--- config.mk ---
export PLATFORM = sky130hd
export DESIGN_NAME = wp_guard
export DESIGN_NICKNAME = d
export VERILOG_FILES = /design/src/rtl/wp_pkg.sv /design/src/rtl/wp_pin_sync.sv /design/src/rtl/wp_region_chk.sv /design/src/rtl/wp_cmd_judge.sv /design/src/rtl/wp_mode_fsm.sv /design/src/rtl/wp_guard.sv
export SDC_FILE = /design/constraint.sdc
export NUM_CORES = 1
export LEC_CHECK = 0
export BUFFER_PORTS_ARGS = -buffer_cell sky130_fd_sc_hd__buf_2
export CORE_MARGIN = 4
export CORE_UTILIZATION = 30
export CTS_BUF_LIST = sky130_fd_sc_hd__clkbuf_8
export DETAILED_ROUTE_END_ITERATION = 12
export PLACE_DENSITY = 0.67
export SLEW_MARGIN = 25
export SYNTH_ARGS = -nofsm -noshare
export SYNTH_HDL_FRONTEND = slang
export SYNTH_SLANG_ARGS = --single-unit
--- constraint.sdc ---
create_clock -name clk -period 1.69 [get_ports clk]
set_clock_uncertainty 0.15 [all_clocks]
set_input_delay 0.338 -clock clk [delete_from_list [all_inputs] [get_ports clk]]
set_output_delay 0.338 -clock clk [all_outputs]
set_load 0.02 [all_outputs]
--- src/rtl/wp_pkg.sv ---
package wp_pkg;

    typedef enum logic [2:0] {
        OP_NONE = 3'd0,
        OP_WREN = 3'd1,
        OP_WRDI = 3'd2,
        OP_WRSR = 3'd3,
        OP_PROG = 3'd4,
        OP_SECT = 3'd5,
        OP_BULK = 3'd6,
        OP_RSVD = 3'd7
    } op_e;

    typedef enum logic [1:0] {
        MODE_OPEN = 2'd0,
        MODE_SOFT = 2'd1,
        MODE_HARD = 2'd2
    } mode_e;

    typedef struct packed {
        logic       lock;
        logic [1:0] zone;
    } sr_t;

endpackage

--- src/rtl/wp_pin_sync.sv ---
module wp_pin_sync #(
    parameter int STAGES = 2
) (
    input  logic clk,
    input  logic rst_n,
    input  logic pin_i,
    output logic pin_o
);
    generate
        if (STAGES <= 1) begin : g_single
            logic q;
            always_ff @(posedge clk or negedge rst_n) begin
                if (!rst_n) q <= 1'b1;
                else        q <= pin_i;
            end
            assign pin_o = q;
        end else begin : g_chain
            logic [STAGES-1:0] q;
            always_ff @(posedge clk or negedge rst_n) begin
                if (!rst_n) q <= '1;
                else        q <= {q[STAGES-2:0], pin_i};
            end
            assign pin_o = q[STAGES-1];
        end
    endgenerate
endmodule

--- src/rtl/wp_region_chk.sv ---
module wp_region_chk #(
    parameter int ADDR_W = 24
) (
    input  logic [1:0]        zone_i,
    input  logic [ADDR_W-1:0] addr_i,
    output logic              in_zone_o
);
    localparam logic [ADDR_W-1:0] HALF_BASE = {1'b1, {(ADDR_W-1){1'b0}}};
    localparam logic [ADDR_W-1:0] QTR_BASE  = {2'b11, {(ADDR_W-2){1'b0}}};

    always_comb begin
        unique case (zone_i)
            2'b00:   in_zone_o = 1'b0;
            2'b01:   in_zone_o = (addr_i >= QTR_BASE);
            2'b10:   in_zone_o = (addr_i >= HALF_BASE);
            default: in_zone_o = 1'b1;
        endcase
    end
endmodule

--- src/rtl/wp_cmd_judge.sv ---
module wp_cmd_judge
    import wp_pkg::*;
(
    input  logic       valid_i,
    input  op_e        op_i,
    input  logic       wel_i,
    input  mode_e      mode_i,
    input  logic       in_zone_i,
    input  logic [1:0] zone_i,
    output logic       grant_o,
    output logic       deny_o
);
    logic ok;
    logic known;

    always_comb begin
        ok    = 1'b0;
        known = 1'b1;
        unique case (op_i)
            OP_WREN: ok = 1'b1;
            OP_WRDI: ok = 1'b1;
            OP_WRSR: ok = wel_i && (mode_i != MODE_HARD);
            OP_PROG: ok = wel_i && !in_zone_i;
            OP_SECT: ok = wel_i && !in_zone_i;
            OP_BULK: ok = wel_i && (zone_i == 2'b00);
            default: known = 1'b0;
        endcase
    end

    assign grant_o = valid_i && known && ok;
    assign deny_o  = valid_i && known && !ok;
endmodule

--- src/rtl/wp_mode_fsm.sv ---
module wp_mode_fsm
    import wp_pkg::*;
(
    input  logic  clk,
    input  logic  rst_n,
    input  logic  lock_i,
    input  logic  pin_hi_i,
    output mode_e mode_o
);
    mode_e state_q, state_d;

    always_ff @(posedge clk or negedge rst_n) begin
        if (!rst_n) state_q <= MODE_OPEN;
        else        state_q <= state_d;
    end

    always_comb begin
        state_d = state_q;
        unique case (state_q)
            MODE_OPEN: begin
                if (lock_i) state_d = pin_hi_i ? MODE_SOFT : MODE_HARD; // ARM_SOFT / ARM_HARD
            end
            MODE_SOFT: begin
                if (!lock_i)       state_d = MODE_OPEN;                 // UNLOCK
                else if (!pin_hi_i) state_d = MODE_HARD;                // PIN_DROP
            end
            MODE_HARD: begin
                if (!lock_i)      state_d = MODE_OPEN;                  // UNLOCK
                else if (pin_hi_i) state_d = MODE_SOFT;                 // PIN_RISE
            end
            default: state_d = MODE_OPEN;
        endcase
    end

    always_comb begin
        mode_o = state_q;
    end


    hard_hold_chk: assert property (@(posedge clk) disable iff (!rst_n)
        (state_q == MODE_HARD && !pin_hi_i && lock_i) |=> state_q == MODE_HARD);
endmodule

--- src/rtl/wp_guard.sv ---
module wp_guard
    import wp_pkg::*;
#(
    parameter int ADDR_W      = 24,
    parameter int SYNC_STAGES = 2
) (
    input  logic              clk,
    input  logic              rst_n,
    input  logic              cmd_valid,
    input  logic [2:0]        cmd_op,
    input  logic [ADDR_W-1:0] cmd_addr,
    input  logic [2:0]        cmd_sr,
    input  logic              wp_n,
    output logic              grant_o,
    output logic              deny_o,
    output logic [1:0]        prot_mode_o,
    output logic              wel_o,
    output logic              lock_o,
    output logic [1:0]        zone_o
);
    op_e   op;
    logic  pin_hi;
    logic  in_zone;
    logic  grant, deny;
    logic  wel_q, wel_d;
    sr_t   sr_q, sr_d;
    mode_e mode;
    logic  grant_q, deny_q;

    assign op = op_e'(cmd_op);

    wp_pin_sync #(.STAGES(SYNC_STAGES)) u_sync (
        .clk   (clk),
        .rst_n (rst_n),
        .pin_i (wp_n),
        .pin_o (pin_hi)
    );

    wp_region_chk #(.ADDR_W(ADDR_W)) u_zone (
        .zone_i    (sr_q.zone),
        .addr_i    (cmd_addr),
        .in_zone_o (in_zone)
    );

    wp_cmd_judge u_judge (
        .valid_i   (cmd_valid),
        .op_i      (op),
        .wel_i     (wel_q),
        .mode_i    (mode),
        .in_zone_i (in_zone),
        .zone_i    (sr_q.zone),
        .grant_o   (grant),
        .deny_o    (deny)
    );

    always_comb begin
        wel_d = wel_q;
        sr_d  = sr_q;
        if (grant) begin
            unique case (op)
                OP_WREN: wel_d = 1'b1;
                OP_WRSR: begin
                    wel_d = 1'b0;
                    sr_d  = sr_t'(cmd_sr);
                end
                default: wel_d = 1'b0;
            endcase
        end
    end

    always_ff @(posedge clk or negedge rst_n) begin
        if (!rst_n) begin
            wel_q   <= 1'b0;
            sr_q    <= '0;
            grant_q <= 1'b0;
            deny_q  <= 1'b0;
        end else begin
            wel_q   <= wel_d;
            sr_q    <= sr_d;
            grant_q <= grant;
            deny_q  <= deny;
        end
    end

    wp_mode_fsm u_mode (
        .clk      (clk),
        .rst_n    (rst_n),
        .lock_i   (sr_d.lock),
        .pin_hi_i (pin_hi),
        .mode_o   (mode)
    );

    assign grant_o     = grant_q;
    assign deny_o      = deny_q;
    assign prot_mode_o = mode;
    assign wel_o       = wel_q;
    assign lock_o      = sr_q.lock;
    assign zone_o      = sr_q.zone;


    pulse_excl_chk: assert property (@(posedge clk) disable iff (!rst_n)
        !(grant_o && deny_o));


    deny_keeps_state_chk: assert property (@(posedge clk) disable iff (!rst_n)
        deny_o |-> ($stable(wel_q) && $stable(sr_q)));


    hard_blocks_sr_chk: assert property (@(posedge clk) disable iff (!rst_n)
        (cmd_valid && cmd_op == 3'd3 && mode == MODE_HARD) |=> (deny_o && $stable(sr_q)));


    bulk_zone_chk: assert property (@(posedge clk) disable iff (!rst_n)
        (cmd_valid && cmd_op == 3'd6 && sr_q.zone != 2'b00) |=> deny_o);


    wren_sets_chk: assert property (@(posedge clk) disable iff (!rst_n)
        (cmd_valid && cmd_op == 3'd1) |=> (grant_o && wel_q));


    wel_drop_chk: assert property (@(posedge clk) disable iff (!rst_n)
        (cmd_valid && (cmd_op == 3'd4 || cmd_op == 3'd5 || cmd_op == 3'd6)) |=> (!grant_o || !wel_q));
endmodule

== Word level (Yosys, flattened, before mapping) ==
Index checks and enable logic that the tools add are counted.

* Word-level logic and storage cells: 51
* Output and inout port bits: 8
* Register bits after elaboration: 10

* Reductions and logical operators: 15
* Magnitude comparators: 2
* Multiplexer cells: 13
* Equal/unequal tests: 14

{| class="wikitable"
|+ Operators with widths
! cell !! count
|-
| $ge A24 B24 Y1 const B || 2
|-
| $mux W2 || 6
|-
| $eq A3 B3 Y1 const B || 3
|-
| $eq A3 B2 Y1 const B || 2
|-
| $logic_and A1 B1 Y1 || 6
|-
| $mux W3 || 2
|-
| $ne A3 B3 Y1 const B || 2
|-
| $pmux W2 S3 || 1
|-
| $reduce_or A6 Y1 || 1
|-
| $eq A2 B1 Y1 const B || 2
|-
| $eq A2 B2 Y1 const B || 2
|-
| $logic_not A2 Y1 || 2
|-
| $ne A2 B2 Y1 const B || 2
|-
| $pmux W1 S4 || 1
|-
| $reduce_or A2 Y1 || 2
|-
| $eq A3 B1 Y1 const B || 1
|-
| $pmux W1 S3 || 1
|-
| $reduce_and A3 Y1 || 1
|-
| $logic_not A1 Y1 || 2
|-
| $mux W1 || 2
|-
| $reduce_and A2 Y1 || 1
|}

== Longest topological paths before layout ==
Gate-level depths: netlist of run 1.

* Depth after elaboration: 9
* Depth in mapped cells: 5
* Depth with buffers taken out: 4

== Hierarchy ==
Synthesis of run 1 repeated with hierarchy kept, for this count alone.

* Cells, all modules: 37
* Area total of the unflattened synthesis: 459.2 µm²

{| class="wikitable"
|+ By module, submodules not included
! module !! seq. area each (µm²) !! area an instance (µm²) !! times used !! cells each
|-
| wp_guard || 150.1 || 237.7 || 1 || 12
|-
| wp_cmd_judge || 0.0 || 80.1 || 1 || 14
|-
| wp_mode_fsm || 50.0 || 75.1 || 1 || 6
|-
| wp_pin_sync || 52.6 || 52.6 || 1 || 2
|-
| wp_region_chk || 0.0 || 13.8 || 1 || 3
|}

== Worst setup path before layout of run 1 ==
Ideal clock, no wire load.

* Path type: register to register
* From: register u_mode.state_q[0], in the netlist u_mode.mode_o[0]
* To: register wel_q, in the netlist wel_o
* Clock period less this slack: 1,454 ps
* Setup slack: 236 ps
* Buffers on the path: 0
* Required time: 1,419 ps
* Cell stages (with the launch flop): 5
* Arrival: 1,183 ps
* Setup time: 121 ps
* Path through: dfrtp_1 nand2b_1 a41oi_1 a22o_2 a22o_1

* Word-level cells in the longest chain between the ends: 4

{| class="wikitable"
|+ RTL lines
! what !! RTL line !! RTL
|-
| start, declared || wp_mode_fsm.sv:10 || <nowiki>mode_e state_q, state_d;</nowiki>
|-
| start signal, assigned || wp_mode_fsm.sv:14 || <nowiki>else state_q <= state_d;</nowiki>
|-
| $ne A2 B2 Y1 || wp_cmd_judge.sv:22 || <nowiki>OP_WRSR: ok = wel_i && (mode_i != MODE_HARD);</nowiki>
|-
| $logic_and A1 B1 Y1 || wp_cmd_judge.sv:22 ||
|-
| $pmux W1 S4 || wp_cmd_judge.sv:19 || <nowiki>unique case (op_i)</nowiki>
|-
| $logic_and A1 B1 Y1 || wp_cmd_judge.sv:30 || <nowiki>assign grant_o = valid_i && known && ok;</nowiki>
|-
| end signal, assigned || wp_guard.sv:78 || <nowiki>wel_q <= wel_d;</nowiki>
|-
| end, declared || wp_guard.sv:25 || <nowiki>logic wel_q, wel_d;</nowiki>
|}

No other way between the ends.
A chain may end at the register's enable or synchronous reset.

== Worst setup path in the final report of run 1 ==
* From: register u_mode.state_q[1], in the netlist u_mode.mode_o[1]
* To: register wel_q, in the netlist wel_o

The elaborated chain is that of the path after synthesis.

==> out/qor.yml, run 1 <==
route:
  wirelength_um: 853
  route.detailed.drc: 0
  drtIter0Drc: 0
  vias: 368
  wl_met3_um: 80
  wl_per_cell_um: 11.2
  postRouteAntennaNets: 0
  wl_met1_um: 387
  via_per_inst: 4.84
  top_layer_used: "met3"
  wl_met2_um: 386
  drt_pass1_iterations: 1
setup_path:
  crit_end: "wel_o"
  cp.arrival_ps: 1350
  startpoint_type: "flop"
  rr_startpoint: "u_mode.mode_o[1]"
  cp-startpoint: "u_mode.mode_o[1]"
  cp.depth: 4
  r2r_end: "wel_o"
  worstRegToRegCells: 4
  cp_slowest_cell: "dfrtp_1"
  end_kind: "flop"
  required_ps: 1650
  critPathMaxFanout: 3
  path_buf_inv: 0
  r2r_slack_ps: 300
  slowest_delay_ps: 390
  path_cells: "nand2b_1 -> a41oi_1 -> a22o_2 -> a22o_1"
  path_delay_family: "compound AO/OA/AOI/OAI gates"
  crit_type: "reg -> reg"
worst_hold_path:
  hold_class: "in -> reg"
  hold_depth: 1
global_route:
  grt_first_pass_wirelength_um: 1400
  antenna_found_initial: 0
  grt_pass1_vias: 364
  grt_max_degree: 11
  overflow: 0
  track_usage_pct: 9.11
synth:
  synth_common_cells: "8 x dfrtp_1, 3 x inv_1"
  synthTopCellsByArea: "dfrtp_1 44%, dfstp_2 11%, mux2_2 4.9%"
  synth_cell_types: 23
  synth.most_common_cell: "dfrtp_1"
  ys_warn_count: 0
  synth_flop_cell: "dfrtp_1"
  syn_area_um2: 459
  yosysTopAreaCell: "dfrtp_1"
  synth_top_area_share_pct: 43.6
  synth_nets: 72
  ys_ff_latch: 10
  synth_edf_count: 0
  async_reset_ff_share_pct: 100
  syn_avg_cell_area_um2: 12.1
  syn_inst: 38
  ys_seq_area_share_pct: 55.0
place:
  dp_hpwl_um: 690
  placed_area_um2: 566
  post-place-ws_ps: 150
  io_buffers: 19
  gp_congestion: 0.754
cts:
  cts-resized-gates: 0
  numCtsBuffers: 3
  cts_tree: "built"
  clock-sinks: 10
  clockRootBuffer: "clkbuf_8"
  clk_transition_reported_paths_ps: 50
  clk_latency_ps: 230
  cts.path.max_buffers: 2
  htree_levels: 1
timing:
  fmax_ghz: 0.722
  rsz0062_at_grt: "no"
  worstMarginPinSlew_ps: 314
  maxSlewViolCount: 0
  setup_violations: 0
  relSlewSlack_pct: 78.9
  fin_tns_setup_ps: 0
  hold_viol_final: 0
  period_needed_ps: 1390
  fin_crit_sh_pct: 82.0
  worst_slack_ps: 304
finish:
  synthToLayoutAreaGrowth_pct: 37.3
  final_area_um2: 631
  drive_above_1_share_pct: 50.8
  layout.nets: 96
  num_antenna_cells: 0
floorplanning:
  placementRows: 13
  pin_count: 42
  coreArea_mm2: 0.00137
  start_util_pct: 33.6
  die_height_um: 47.1
  die_width_um: 47.1
  dieArea_mm2: 0.00222
pwr:
  leakagePower_uw: 0.000324
  powerDensity_mw_per_mm2: 1480
  ir_worst_vdd_v: 0.000613
job:
  cap_violations: 0
run_status:
  outcome: "finished, final reports clean"
[stage by stage]
stage          total power (uW)  hold WS [ps]  utilization, %  instances
2_1_floorplan               548          -108               -         38
3_3_place_gp                646          53.5            41.4         71
3_5_place_dp                650          55.0            41.4         71
4_1_cts                     949          48.9            46.2         76
5_1_grt                     996          48.6            46.2         76
6_report                    932          56.3            46.2         76
[routing by layer]
metal / GRT usage, % / vias to the layer above
met5: 0 / -
met3: 2.30 / 0
met2: 14.6 / 13
met4: 4.97 / 0
li1: - / 184
met1: 11.1 / 171
[final cells by class]
type,count,area (um^2)
multi-input cells,24,188
well taps,15,18.8
repair buffers,20,105
flip-flops and latches,10,253
inverters,3,11.3
fillers,145,736
clock buffers,4,55.1
[placed cells by master, fill, tap and decap left out, drive strengths merged, types with 2 or more instances in the layout]
master  count
a211oi      2
dfstp       2
nand3       2
clkbuf      4
a22o        2
buf        19
nor2        2
mux2        2
nand2       2
dfrtp       8
inv         3
[sequential cells by signal, summed over array words and instances, names as in the netlist]
name and cells:
lock_o 1, grant_o 1, u_mode.mode_o 2, zone_o 2, deny_o 1, wel_o 1, u_sync.g_chain.q 2
[kinds of logic after synthesis]
kind of cell / synth area share (%)
and+or+nand+nor: 20.2
DFF: 55.0
AOI/OAI and AO/OA: 13.6
buffers and inverters: 4.09
muxes: 7.08
[worst min path at each step]
stage               startpoint             endpoint
detailed placement       rst_n              grant_o
CTS                       wp_n  u_sync.g_chain.q[0]
finish                    wp_n  u_sync.g_chain.q[0]
floorplan                rst_n               deny_o
global route              wp_n  u_sync.g_chain.q[0]
global placement         rst_n               deny_o
[timing repair]
| item | CTS | global route |
|---|---|---|
| endpoints found under the hold margin | 8 | 0 |
| hold buffers | 1 | 0 |
| setup buffers | 0 | 0 |
[where the power goes]
part,switching [uW],leakage [uW],internal (uW)
combinational,161,0.000170,119
clock,83.7,0.0000288,204
sequential,59.7,0.000125,304
total,304,0.000324,627
No activity file was read; power rests on OpenSTA's default activity.
==> inputs of run 2 (changes only) <==
- PLACE_DENSITY: 0.67 -> 0.7
- clock period: 1.69 -> 1.15 ns (I/O delays scaled with it)
==> out/qor.yml, run 2 (synthesis results as in run 1) <==
cts:
  cts_tree: "built"
  clk_latency_ps: 240  # about the same
  clock-sinks: 10  # unchanged
  clockRootBuffer: "clkbuf_8"
  numCtsBuffers: 3  # unchanged
  cts.path.max_buffers: 2  # unchanged
  clk_transition_reported_paths_ps: 50  # about the same
  htree_levels: 1  # unchanged
place:
  dp_cells: 76  # +7.0%
  io_buffers: 19  # unchanged
  gp_congestion: 0.720  # -4.5%
  dp_hpwl_um: 806  # +17%
pwr:
  leakagePower_uw: 0.000379  # +17%
  total_power_uw: 1700  # +83%
  clockPowerShare_pct: 25.7  # -5.2 points
  power.internal_uw: 1150  # +83%
  power_frac_seq_pct: 34.1  # -5.0 points
  netSwitchingFraction_pct: 32.6  # -0.098 points
  powerDensity_mw_per_mm2: 2100  # +42%
  comb_power_share_pct: 40.2  # +10 points
  switchingPower_uw: 555  # +82%
  ir_worst_vdd_v: 0.00121  # +98%
timing:
  setup_violations: 13  # +13
  fmax_ghz: 0.766  # +6.2%
  relSlewSlack_pct: 83.4  # +4.5 points
  worst_slack_ps: -155  # -460 ps
  worstMarginPinSlew_ps: 248  # -66.4 ps
  fin_crit_sh_pct: 114  # +32 points
  period_needed_ps: 1310  # -80.4 ps
  rsz0062_at_grt: "yes"
  fin_tns_setup_ps: -1400  # -1400 ps
  hold_viol_final: 0  # unchanged
  maxSlewViolCount: 0  # unchanged
finish:
  layout.nets: 104  # +8.3%
  drive_above_1_share_pct: 75.4  # +25 points
  num_antenna_cells: 0  # unchanged
  final_cell_mix: "13 x buf_2, 8 x buf_6, 5 x buf_4, 5 x dfrtp_2, 4 x clkbuf_8"
  final_common_cell: "buf_2"
  final_util_pct: 59.4  # +13 points
  stdcell_count: 84  # +11%
  synthToLayoutAreaGrowth_pct: 76.8
route:
  vias: 400  # +8.7%
  route.detailed.drc: 0  # unchanged
  via_per_inst: 4.76  # -1.7%
  wirelength_um: 1100  # +29%
  drt_pass1_iterations: 4  # +3
  drtIter0Drc: 3  # +3
  postRouteAntennaNets: 0  # unchanged
  wl_per_cell_um: 13.1  # +17%
run_status:
  violations: "negative setup slack"
  outcome: "complete, but fails checks"
global_route:
  overflow: 0  # unchanged
  grt_first_pass_wirelength_um: 1750  # +25%
  antenna_found_initial: 0  # unchanged
  grt_max_degree: 11  # unchanged
  grt_pass1_vias: 420  # +15%
  track_usage_pct: 11.9  # +2.8 points
floorplanning:
  die_height_um: 47.1  # unchanged
  start_util_pct: 33.6  # unchanged
  coreArea_mm2: 0.00137  # unchanged
  dieArea_mm2: 0.00222  # unchanged
  pin_count: 42  # unchanged
  placementRows: 13  # unchanged
  die_width_um: 47.1  # unchanged
setup_path:
  cp.arrival_ps: 1280  # -70 ps
  r2r_end: "deny_o"
  cp-startpoint: "zone_o[1]"
  required_ps: 1130  # -520 ps
  worstRegToRegCells: 4  # unchanged
  crit_type: "reg -> reg"
  crit_end: "deny_o"
  critPathMaxFanout: 5  # +2
  end_kind: "flop"
  r2r_slack_ps: -160  # -460 ps
  startpoint_type: "flop"
  rr_startpoint: "zone_o[1]"
worst_hold_path:
  hold_class: "in -> reg"
  min-delay-start: "cmd_sr[0]"
job:
  cap_violations: 0  # unchanged
-- run 2: critical path, stage by stage, from the launching register on --
cell	delay (ps)
dfrtp_2	430
a211oi_2	210
o31ai_2	90
o21a_1	190
nor2b_4	120
-- run 2: per-stage QoR --
step / instance area, um^2 / setup WS [ps] / hold slack (ps)
2_1_floorplan: 507 / -191 / -216
3_3_place_gp: 651 / -216 / -57.5
3_5_place_dp: 651 / -247 / -50.3
4_1_cts: 776 / -173 / 66.3
5_1_grt: 812 / -226 / 73.7
6_report: 812 / -155 / 71.8
-- run 2: layer usage --
layer / share of wire, % / routed length, um / up-vias / global-route usage [%]
li1: - / - / 199 / -
met4: 1.7 / 19 / 0 / 4.97
met2: 50 / 545 / 14 / 19.5
met5: 0 / 0 / - / 0
met3: 7.6 / 83 / 4 / 6.51
met1: 41 / 450 / 183 / 12.6
-- run 2: repair_timing --
action	CTS	global route
setup endpoints to repair	14	15
hold buffers	2	0
endpoints found under the hold margin	11	0
gates resized for setup	11	8
buffers inserted	2	0
pin swaps	2	2
-- run 2: worst min-delay path by stage --
stage,cells after the start,to
2_1_floorplan,0,deny_o
3_3_place_gp,1,deny_o
3_5_place_dp,1,deny_o
4_1_cts,2,zone_o[0]
5_1_grt,2,zone_o[1]
6_report,2,zone_o[0]
-- run 2: power groups by stage --
stage          combinational (uW)  sequential (uW)  clock [uW]
2_1_floorplan                 207              679           0
3_3_place_gp                  497              567           0
3_5_place_dp                  502              574           0
4_1_cts                       633              573         453
5_1_grt                       736              599         472
6_report                      685              581         438
-- run 2: cell type report --
cell class,instances,area (um^2)
tap,15,18.8
multi-input combinational,24,255
sequential,10,259
fill,123,554
clock buffer,4,55.1
inverter,3,11.3
timing repair buffer,28,213
